**config.mk**
```make
export PLATFORM = sky130hd
export DESIGN_NAME = coh_update_logic
export DESIGN_NICKNAME = d
export VERILOG_FILES = /design/src/rtl/coh_update_logic.sv
export SDC_FILE = /design/constraint.sdc
export NUM_CORES = 1
export LEC_CHECK = 0
export CORE_ASPECT_RATIO = 1.25
export CORE_UTILIZATION = 30
export DETAILED_ROUTE_END_ITERATION = 8
export PLACE_DENSITY_LB_ADDON = 0.15
export SYNTH_ARGS = -nofsm -noshare
export SYNTH_HDL_FRONTEND = slang
export SYNTH_SLANG_ARGS = --single-unit
```
**constraint.sdc**
```tcl
create_clock -name clk -period 3 [get_ports clk]
set_input_delay 0.3 -clock clk [delete_from_list [all_inputs] [get_ports clk]]
set_output_delay 0.3 -clock clk [all_outputs]
set_load 0.1 [all_outputs]
```
**src/rtl/coh_update_logic.sv**
```systemverilog
module coh_update_logic #(
  parameter int WAYS    = 4,
  parameter int TAG_W   = 8,
  parameter int SET_W   = 4,
  parameter int OFF_W   = 4,
  parameter int STATE_W = 3,
  parameter int MSHR_N  = 4,
  localparam int WAY_W  = $clog2(WAYS),
  localparam int MIDX_W = $clog2(MSHR_N),
  localparam int ADDR_W = TAG_W + SET_W + OFF_W
) (
  input  logic                    clk,
  input  logic                    rst,
  input  logic                    req_valid,
  input  logic [TAG_W-1:0]        req_tag,
  input  logic [SET_W-1:0]        req_set,
  input  logic                    act_write_data,
  input  logic                    act_update_priv,
  input  logic [STATE_W-1:0]      act_next_state,
  input  logic                    act_next_stable,
  input  logic                    act_send_data,
  input  logic                    act_mshr_alloc,
  input  logic                    act_mshr_update,
  input  logic                    act_mshr_dealloc,
  input  logic [WAYS*TAG_W-1:0]   way_tags,
  input  logic [WAYS-1:0]         way_can_read,
  input  logic [WAYS-1:0]         way_can_write,
  input  logic [WAYS*STATE_W-1:0] way_states,
  input  logic [WAY_W-1:0]        lru_way,
  input  logic                    mshr_hit,
  input  logic [MIDX_W-1:0]       mshr_hit_idx,
  input  logic [MIDX_W-1:0]       mshr_free_idx,
  output logic                    tag_hit,
  output logic [WAY_W-1:0]        hit_way,
  output logic                    ls_upd_valid,
  output logic [1:0]              ls_upd_cmd,
  output logic [WAY_W-1:0]        ls_upd_way,
  output logic                    cs_wr_en,
  output logic [SET_W-1:0]        cs_wr_set,
  output logic [WAY_W-1:0]        cs_wr_way,
  output logic [STATE_W-1:0]      cs_wr_state,
  output logic                    mshr_upd_en,
  output logic [MIDX_W-1:0]       mshr_upd_idx,
  output logic                    mshr_wait_evict,
  output logic [ADDR_W-1:0]       mshr_entry_addr,
  output logic [STATE_W-1:0]      mshr_entry_state,
  output logic                    snoop_valid,
  output logic [SET_W-1:0]        snoop_set,
  output logic [WAY_W-1:0]        snoop_way
);

  localparam logic [1:0] CMD_INFO      = 2'd0;
  localparam logic [1:0] CMD_INFO_DATA = 2'd1;
  localparam logic [1:0] CMD_REPLACE   = 2'd2;

  logic [WAYS-1:0]    hit_map;
  logic               hit_c;
  logic [WAY_W-1:0]   hit_way_c;
  logic               victim_ok;
  logic [ADDR_W-1:0]  victim_addr;
  logic [STATE_W-1:0] victim_state;
  logic               repl_c;
  logic [WAY_W-1:0]   tgt_way;
  logic [1:0]         cmd_c;

  genvar w;
  generate
    for (w = 0; w < WAYS; w++) begin : g_match
      assign hit_map[w] = (way_tags[w*TAG_W +: TAG_W] == req_tag) &&
                          (way_can_read[w] || way_can_write[w]);
    end
  endgenerate

  always_comb begin
    hit_way_c = '0;
    for (int i = 0; i < WAYS; i++)
      if (hit_map[i]) hit_way_c = hit_way_c | WAY_W'(i);
  end

  assign hit_c        = |hit_map;
  assign victim_ok    = way_can_read[lru_way] || way_can_write[lru_way];
  assign victim_addr  = {way_tags[lru_way*TAG_W +: TAG_W], req_set, {OFF_W{1'b0}}};
  assign victim_state = way_states[lru_way*STATE_W +: STATE_W];
  assign repl_c       = act_write_data && !hit_c && victim_ok;
  assign tgt_way      = hit_c ? hit_way_c : lru_way;
  assign cmd_c        = repl_c ? CMD_REPLACE : (act_write_data ? CMD_INFO_DATA : CMD_INFO);

  always_ff @(posedge clk) begin
    if (rst) begin
      tag_hit          <= 1'b0;
      hit_way          <= '0;
      ls_upd_valid     <= 1'b0;
      ls_upd_cmd       <= CMD_INFO;
      ls_upd_way       <= '0;
      cs_wr_en         <= 1'b0;
      cs_wr_set        <= '0;
      cs_wr_way        <= '0;
      cs_wr_state      <= '0;
      mshr_upd_en      <= 1'b0;
      mshr_upd_idx     <= '0;
      mshr_wait_evict  <= 1'b0;
      mshr_entry_addr  <= '0;
      mshr_entry_state <= '0;
      snoop_valid      <= 1'b0;
      snoop_set        <= '0;
      snoop_way        <= '0;
    end else begin
      tag_hit          <= hit_c;
      hit_way          <= hit_way_c;
      ls_upd_valid     <= req_valid && ((act_update_priv && hit_c) || act_write_data);
      ls_upd_cmd       <= cmd_c;
      ls_upd_way       <= tgt_way;
      cs_wr_en         <= req_valid && act_next_stable && (hit_c || act_write_data);
      cs_wr_set        <= req_set;
      cs_wr_way        <= tgt_way;
      cs_wr_state      <= act_next_state;
      mshr_upd_en      <= req_valid && (act_mshr_alloc || act_mshr_update ||
                                        act_mshr_dealloc || repl_c);
      mshr_upd_idx     <= mshr_hit ? mshr_hit_idx : mshr_free_idx;
      mshr_wait_evict  <= repl_c;
      mshr_entry_addr  <= repl_c ? victim_addr : {req_tag, req_set, {OFF_W{1'b0}}};
      mshr_entry_state <= repl_c ? victim_state : act_next_state;
      snoop_valid      <= req_valid && act_send_data;
      snoop_set        <= req_set;
      snoop_way        <= hit_way_c;
    end
  end

endmodule

```
Word level (Yosys, flattened, before mapping)
Cells that the tools add are included.
{"block": "classes", "n_reduce_logical": 25, "mul": 1, "n_eq_ne": 4, "magnitude_cmp": 1, "n_shift": 2, "muxes": 13}
{"op": "8-bit == test", "count": 4}
{"op": "32-bit by 6-bit indexed part select with 8-bit output", "count": 1}
{"op": "16-bit two-way mux", "count": 1}
{"op": "1-bit logical AND", "count": 12}
{"op": "12-bit by 5-bit indexed part select with 3-bit output", "count": 1}
{"op": "1-bit logical OR", "count": 10}
{"op": "2-bit two-way mux", "count": 5}
{"op": "1-bit binary-select mux with 2-bit select", "count": 2}
{"op": "2-bit by 2-bit multiplier with 4-bit output (second input constant)", "count": 1}
{"op": "1-bit two-way mux", "count": 4}
{"op": "4-bit OR reduction", "count": 1}
{"op": "2-bit by 3-bit < comparator with 1-bit output (second input constant)", "count": 1}
{"op": "3-bit two-way mux", "count": 1}
{"op": "2-bit OR reduction", "count": 1}
{"op": "1-bit zero test", "count": 1}
{"block": "totals", "elab_cells": 61, "ff_bits": 40, "out_inout_bits": 48, "input_bits": 84}

Depth between registers and ports, before layout
Gate-level depths: netlist of run 1.
{"block": "logic_depth", "ltp_word": 8, "mapped_depth": 8, "depth_no_buf": 6}

Worst setup path before layout of run 1
No wires, ideal clock.
{"block": "synth_timing", "kind": "in2reg", "start": "input port req_tag[3]", "end": "register cs_wr_way[0]", "path_slack_ns": 1.302, "setup_ns": 0.129, "n_path_buf": 2, "required_ns": 2.871, "arrival_ns": 1.569, "stages": 8, "cell_sequence": "buf_6 xnor2_1 nand3_1 or4_4 o31a_1 buf_6 a21oi_1 nor2_1"}
{"block": "synth_via", "elab_chain_cells": 6, "elab_cells_between_ends": 13, "classes_between": "eq/ne (4); mux (4); reduce/logical (5)"}
{"element": "start: declaration", "line_no": "15", "text": "input logic [TAG_W-1:0] req_tag,"}
{"element": "8-bit == test", "line_no": "69", "text": "assign hit_map[w] = (way_tags[w*TAG_W +: TAG_W] == req_tag) &&"}
{"element": "1-bit logical AND", "line_no": "69"}
{"element": "1-bit two-way mux", "line_no": "77", "text": "if (hit_map[i]) hit_way_c = hit_way_c | WAY_W'(i);"}
{"element": "2-bit two-way mux (2 in a row)", "line_no": "77"}
{"element": "2-bit two-way mux (*)", "line_no": "85", "text": "assign tgt_way = hit_c ? hit_way_c : lru_way;"}
{"element": "end signal: assignment", "line_no": "115", "text": "cs_wr_way <= tgt_way;"}
{"element": "end: declaration", "line_no": "40", "text": "output logic [WAY_W-1:0] cs_wr_way,"}
Every way passes the cells marked *; elsewhere a longest branch is shown, timed or not.
A chain may end at the register's enable or synchronous reset.

Final worst setup path of run 1
{"block": "layout_timing", "start": "input port req_tag[3]", "end": "register cs_wr_way[1]"}
{"block": "layout_via", "elab_chain_cells": 5, "elab_cells_between_ends": 12, "classes_between": "eq/ne (4); mux (3); reduce/logical (5)"}
{"element": "8-bit == test", "line_no": "69"}
{"element": "1-bit logical AND", "line_no": "69"}
{"element": "2-bit two-way mux (2 in a row)", "line_no": "77"}
{"element": "2-bit two-way mux (*)", "line_no": "85"}
Marked as above.

==> results of run 1 <==
## registers in the layout, indices dropped and copies added, names as in the netlist
register,count
snoop_set,3
snoop_way,2
ls_upd_valid,1
mshr_upd_en,1
cs_wr_en,1
mshr_entry_addr,9
cs_wr_state,3
ls_upd_cmd,2
cs_wr_way,2
tag_hit,1
mshr_entry_state,3
mshr_upd_idx,2
snoop_valid,1
## cell usage after synthesis (all sizes together)
cell type | count | area share
conb | 1 | 0.0019
nor4 | 2 | 0.0094
nand4 | 11 | 0.035
mux2i | 2 | 0.010
a21oi | 13 | 0.035
clkbuf | 3 | 0.0057
nand2b | 1 | 0.0031
o2111ai | 1 | 0.0044
nand3 | 4 | 0.016
and3 | 2 | 0.0063
nand2 | 4 | 0.0075
xor2 | 8 | 0.035
inv | 3 | 0.0057
xnor2 | 24 | 0.11
dfxtp | 31 | 0.31
buf | 32 | 0.12
a211oi | 2 | 0.0075
o21ai | 8 | 0.020
or4 | 1 | 0.0057
nor2 | 9 | 0.018
a31o | 1 | 0.0044
o31a | 2 | 0.0088
mux4 | 11 | 0.12
o31ai | 13 | 0.061
nor2b | 7 | 0.022
nor3 | 3 | 0.0075
## layout make-up
cell class	instances	area, sq um
fill	597	3010
timing repair buffer	135	1310
multi-input combinational	133	1110
sequential	31	621
tap	85	106
clock buffer	6	82.6
clock inverter	2	35.0
inverter	3	11.3
## cells in the final DEF (no fill, tap or decap), drive strengths merged
cell type,count
xor2,8
buf,16
nand2b,1
nor2b,7
inv,3
nor4,2
a211oi,2
xnor2,24
conb,4
nand3,4
and3,2
o31a,2
clkdlybuf4s50,119
nand2,4
o2111ai,1
nor2,9
clkbuf,6
bufinv,1
o21ai,8
clkinv,1
o31ai,13
or4,1
a21oi,13
mux2i,2
nand4,11
mux4,11
dfxtp,31
nor3,3
a31o,1
## cell families (layout without fill, tap and decap cells)
| group | Yosys count | in the layout |
|---|---|---|
| AND/OR/NAND/NOR | 44 | 44 |
| multiplexers | 13 | 13 |
| flip-flops | 31 | 31 |
| AO/OA/AOI/OAI | 40 | 40 |
| other | 1 | 4 |
| buffers and inverters | 38 | 146 |
| XOR/XNOR | 32 | 32 |
## power by group through the flow
stage | combinational [uW] | sequential, uW | clock [uW]
final | 610 | 445 | 422
after global routing | 637 | 447 | 449
after CTS | 612 | 446 | 433
after detailed placement | 611 | 455 | 0
after global placement | 609 | 454 | 0
after floorplan | 238 | 636 | 0
## layer usage
layer | GRT usage | routed length (um) | vias to the layer above
li1 | - | - | 914
met5 | 0 | 0 | -
met1 | 0.194 | 2160 | 858
met2 | 0.316 | 3000 | 98
met4 | 0.0660 | 88 | 0
met3 | 0.0345 | 469 | 7
## worst min path at each step
stage | from | end | slack (ns) | cells past startpoint
finish | act_next_stable | cs_wr_en$_SDFF_PP0_ | 0.55 | 3
detailed placement | mshr_entry_addr[12]$_SDFF_PP0_ | mshr_entry_addr[12] | 0.80 | 1
CTS | act_next_stable | cs_wr_en$_SDFF_PP0_ | 0.55 | 3
global placement | mshr_entry_addr[12]$_SDFF_PP0_ | mshr_entry_addr[12] | 0.80 | 1
global route | act_next_stable | cs_wr_en$_SDFF_PP0_ | 0.56 | 3
floorplan | rst | cs_wr_state[0]$_SDFF_PP0_ | 0.38 | 1
## critical path, cell delays in order
cell                              delay (ns)
sky130_fd_sc_hd__clkdlybuf4s50_1        0.61
sky130_fd_sc_hd__xnor2_1                0.16
sky130_fd_sc_hd__nand3_1                0.15
sky130_fd_sc_hd__o31ai_2                0.97
sky130_fd_sc_hd__nor2_2                 0.11
sky130_fd_sc_hd__a31o_1                 0.25
## stage by stage
stage               hold slack [ns]  power (uW)  area [sq um]  cells  setup WS, ns
floorplan                     0.383         874          2000    202          1.30
global placement              0.799        1060          3160    387         0.325
detailed placement            0.799        1070          3160    387         0.326
CTS                           0.549        1490          3280    395         0.621
global route                  0.561        1530          3280    395         0.336
finish                        0.551        1480          3280    395         0.613
==> summary.md, run 1 <==
| Metric | Value |
|---|---|
| Post-synthesis xor/xnor area fraction | 0.145 |
| Final critical-path required period | about 2.4 ns |
| WL/cell | around 14 um |
| Io pins | 132 |
| Element type at the critical path end | flip-flop |
| Clock buffers created by TritonCTS | 5 |
| Post-route core utilization | 0.521 |
| Setup TNS | 0 ns |
| Vertical extent of the die | ~93 um |
| Count of endpoints failing setup in the final report | 0 |
| Vias in the first global route | about 1900 |
| Post-DP HPWL | 4.77 mm |
| Remaining number of nets flagged by the antenna check after routing | 0 |
| Origin of the worst setup path | req_tag[3] |
| Setup crit end | cs_wr_way[1]$_SDFF_PP0_ |
| Standard-cell rows | 32 |
| Total overflow reported by the global router | 0 |
| Clock tree from TritonCTS | yes |
| Area fraction in compound gates after synthesis | 0.141 |
| Port buffer count | about 130 |
| Wire length of the first global-routing pass | around 9.1 mm |
| Arrival time reported for the critical path endpoint | ~2.6 ns |
| Max capacitance violation total | 0 |
| Worst-case vdd ir drop | a little over 200 uV |
| Mean cell area of the mapped netlist | 10.0 sq um |
| Die outline area | about 7000 sq um |
| Cts hold-fix bufs | 0 |
| Simple-gate share of the synthesized area | 0.131 |
| Flip-flop and latch count after synthesis | 31 |
| Worst Setup Start Kind | primary input |
| Max Buffers Root-to-Sink | 2 |
| Dominant combinational cell family by area after synthesis | XOR/XNOR gates |
| Fraction of final layout cells with drive strength greater than 1 | 0.142 |
| Maximum number of pins on one net before global-route repair | 16 |
| Combinational cell fraction of total power | 0.413 |
| Total Nets Final | between 300 and 400 |
| Relative slew margins | 0.226 |
| Proportion of synthesized chip area in sequential cells | 0.312 |
| Clock root buffer | sky130_fd_sc_hd__clkbuf_8 |
| Number of antenna violations at the first check in global routing | 0 |
| Synthesized instance count | between 150 and 200 |
| Total via count in the routed design | 1877 |
| Antenna diode count | 0 |
| Setup bufs post-CTS | 0 |
| Critical path data required time | between 3 and 4 ns |
| Final wirelength | approximately 5.7 mm |
| Cell variety after synth | 37 |
| Setup repair after global routing missed its margin | no |
| Switching fraction of total power | 0.371 |
| Final hold violations | 0 |
| Avg Vias per Cell | 4.75 |
| Number of slew-limit violations in the final report | 0 |
| Clock-pin transition on the worst setup and hold timing paths | 0.07 ns |
| # resized after CTS | 0 |
| FMAX | between 0.4 and 0.5 GHz |
| Leakage dissipation | around 0.0012 uW |
| Portion of netlist area occupied by mux cells | 0.135 |
| First-pass DRT Iterations | 4 |
| Type of the most critical hold path | in -> reg |
| Actual slew at the worst max-slew pin | about 1.2 ns |
| Critical path start-end classification | in -> reg |
| Post-Synthesis Cell Area | 1990 sq um |
| Area of the core | about 6300 sq um |
| Number of remaining DRC errors | 0 |
| Clock power frac | 0.286 |
| Power density relative to cell area | around 450 nW/um^2 |
| Starting utilization of the core area | 0.316 |
| Proportion of power drawn by flip-flops and latches | 0.301 |
| DRC marker count from the first detailed-route iteration | 50 |
| Area delta synth->final | 64.8% |
| Horizontal die dimension | ~75 um |
| Net switching power | between 500 and 600 uW |
| Tot GR Track Use | 0.174 |
| Sinks on Clock Net | 31 |
| Adder and majority gate portion of the synthesized area | 0 |
| Routability congestion estimate from global placement | 0.834 |
| Design internal power | slightly above 900 uW |
| H-Tree Depth | 2 |
| Critical-path maximum fanout | 15 |
| Synth Warn # | 0 |
| Final period utilization | 0.796 |
| Result of the run | finished, final reports clean |
No activity file was read; power rests on OpenSTA's default activity.
==> run 2: changes to the inputs <==
clock period = 2.1 ns   (was 3 ns; I/O delays follow)
==> run 2 against run 1 <==
  * Non-clock buffer count rose by 24
  * Setup slack lost 0.51 ns
  * Via count rose by 2.3%
  * Critical path depth rose by 3
  * Final cell count rose by 5.8%
  * Worst hold slack got worse by 0.10 ns
  * Critical path type unchanged
==> summary.md, run 2 (synthesis gave the netlist of run 1 again) <==
| Metric | Value |
|---|---|
| Final wirelength | between 5 and 6 mm |
| Final hold violations | 0 |
| Routability congestion estimate from global placement | between 0.8 and 0.9 |
| Clock tree from TritonCTS | yes |
| Vertical extent of the die | about 93 um |
| Area delta synth->final | 69.4% |
| Total via count in the routed design | 1921 |
| Post-place setup slack | -0.359 ns |
| Area of the core | 6290 sq um |
| Stage delay of the slowest cell on the critical path | between 0.4 and 0.5 ns |
| Worst Setup Start Kind | primary input |
| Max reg flops | 9 |
| FMAX | around 0.5 GHz |
| Combinational cell fraction of total power | 0.446 |
| Maximum number of pins on one net before global-route repair | 21 |
| Result of the run | finished, final reports clean |
| Max Buffers Root-to-Sink | 2 |
| Actual slew at the worst max-slew pin | between 0.5 and 0.6 ns |
| Port buffer count | around 130 |
| Largest Register | mshr_entry_addr |
| Element type at the critical path end | flip-flop |
| Worst hold slack across all endpoints | roughly 0.45 ns |
| Standard-cell rows | 32 |
| Clock-pin transition on the worst setup and hold timing paths | 0.06 ns |
| Starting utilization of the core area | 0.316 |
| Sinks on Clock Net | 31 |
| Total Nets Final | around 420 |
| Design internal power | ~1200 uW |
| Clock power frac | 0.234 |
| Count of buffer and inverter cells on the critical path | 3 |
| Vias in the first global route | between 1500 and 2000 |
| Count of endpoints failing setup in the final report | 0 |
| Max capacitance violation total | 0 |
| Net switching power | just under 800 uW |
| Critical path data required time | roughly 2.3 ns |
| Power density relative to cell area | just under 600 nW/um^2 |
| Clock buffers created by TritonCTS | 5 |
| H-Tree Depth | 2 |
| Setup repair after global routing missed its margin | no |
| First-pass DRT Iterations | 4 |
| Most common cell after layout, fill and taps aside | sky130_fd_sc_hd__clkdlybuf4s50_1 |
| Critical-path maximum fanout | 11 |
| Io pins | around 130 |
| DRC marker count from the first detailed-route iteration | 44 |
| Tot GR Track Use | 0.170 |
| Arrival time reported for the critical path endpoint | roughly 2.2 ns |
| Worst-case vdd ir drop | about 270 uV |
| Leakage dissipation | approximately 0.0014 uW |
| Final critical-path required period | roughly 2 ns |
| Die outline area | just under 7000 sq um |
| Number of slew-limit violations in the final report | 0 |
| Most frequent cells in the layout | sky130_fd_sc_hd__clkdlybuf4s50_1, sky130_fd_sc_hd__buf_4, sky130_fd_sc_hd__dfxtp_1 |
| Avg Vias per Cell | approximately 4.6 |
| Proportion of power drawn by flip-flops and latches | 0.320 |
| Number of remaining DRC errors | 0 |
| WL/cell | around 14 um |
| Crit-path slowest cell | sky130_fd_sc_hd__clkdlybuf4s50_1 |
| Fraction of final layout cells with drive strength greater than 1 | 0.318 |
| Critical path start-end classification | in -> reg |
| Total overflow reported by the global router | 0 |
| Setup slack after layout | ~0.11 ns |
| Wire length of the first global-routing pass | ~8.8 mm |
| Final Instance Count excl. Fillers | 418 |
| Post-DP HPWL | 4.81 mm |
| Clock root buffer | sky130_fd_sc_hd__clkbuf_8 |
| Cells along the critical path | clkdlybuf4s50_1 > buf_4 > xnor2_1 > nand4_1 > or4_4 > o31ai_4 > buf_12 > nor2_2 > a31o_1 |
| Antenna diode count | 0 |
| Number of antenna violations at the first check in global routing | 0 |
| Switching fraction of total power | 0.392 |
| Final period utilization | 0.949 |
| Total power after layout | between 1500 and 2000 uW |
| Horizontal die dimension | between 70 and 80 um |
| Layout filler cell count | 600 |
| Type of the most critical hold path | in -> reg |
| Cts hold-fix bufs | 0 |
| Total instance count after detailed placement | between 400 and 500 |
| Relative slew margins | 0.641 |
| Remaining number of nets flagged by the antenna check after routing | 0 |
| Family of cells with the greatest summed delay on the critical path | buffers and inverters |
## run 2: changes by cell type in the layout (fill, tap and decap cells not counted)
| cell | previous run | this run |
|---|---|---|
| sky130_fd_sc_hd__buf_4 | 16 | 75 |
| sky130_fd_sc_hd__clkdlybuf4s50_1 | 119 | 82 |
| sky130_fd_sc_hd__o31a_1 | 2 | 0 |
| sky130_fd_sc_hd__o31a_2 | 0 | 2 |
| sky130_fd_sc_hd__buf_12 | 0 | 1 |
| sky130_fd_sc_hd__bufinv_16 | 1 | 0 |
| sky130_fd_sc_hd__dlymetal6s2s_1 | 0 | 1 |
| sky130_fd_sc_hd__o2111ai_1 | 1 | 0 |
| sky130_fd_sc_hd__o2111ai_2 | 0 | 1 |
| sky130_fd_sc_hd__o31ai_2 | 2 | 1 |
| sky130_fd_sc_hd__o31ai_4 | 1 | 2 |
## run 2: stage by stage
step                      area [sq um]  TNS, ns  utilization
final                             3370        0        0.536
after global routing              3370        0        0.536
after CTS                         3310        0        0.526
after detailed placement          3210    -5.94        0.511
after global placement            3210    -5.87        0.511
after floorplan                   2000        0            -
## run 2: metal layers
layer | routed length (um) | up-vias | part of all wire | global-route usage
li1 | - | 960 | - | -
met2 | 2950 | 89 | 0.52 | 0.305
met5 | 0 | - | 0 | 0
met3 | 411 | 8 | 0.072 | 0.0313
met1 | 2190 | 864 | 0.38 | 0.185
met4 | 144 | 0 | 0.025 | 0.0833
## run 2: final cells by class
type / count / area [sq um] / share of cell area
clock inverters: 1 / 5.00 / 0.00148
flip-flops and latches: 31 / 621 / 0.184
repair buffers: 159 / 1420 / 0.420
inverters: 3 / 11.3 / 0.00334
multi-input cells: 133 / 1130 / 0.335
clock buffers: 6 / 82.6 / 0.0245
well taps: 85 / 106 / 0.0316
## run 2: path summary, 6_finish.rpt
kind,slack (ns),endpoint,cells after the start,startpoint
setup / recovery,0.11,cs_wr_way[1]$_SDFF_PP0_,9,req_tag[7]
hold / removal,0.45,mshr_entry_addr[13]$_SDFF_PP0_,4,req_tag[5]
## run 2: tightest hold or removal path, stage by stage
cell                             delay [ns]
sky130_fd_sc_hd__dlymetal6s2s_1        0.18
sky130_fd_sc_hd__buf_4                 0.17
sky130_fd_sc_hd__o31ai_1               0.06
sky130_fd_sc_hd__a21oi_1               0.06
## run 2: timing repair
action,4_1_cts,5_1_grt
buffers inserted,0,5
resized for setup,1,4
pin swaps,0,1
endpoints found under the setup margin,16,18
## run 2: power by group through the flow
stage               Clock [uW]  Sequential (uW)  Combinational [uW]
global route               512              641                 929
detailed placement           0              651                 887
floorplan                    0              908                 341
finish                     466              637                 887
CTS                        487              638                 890
global placement             0              650                 885
==> run 3: changes to the inputs <==
CTS_CLUSTER_SIZE = 30   (was not set)
==> results of run 3 <==
The final DEF is identical to that of run 2; final timing and power are the same.
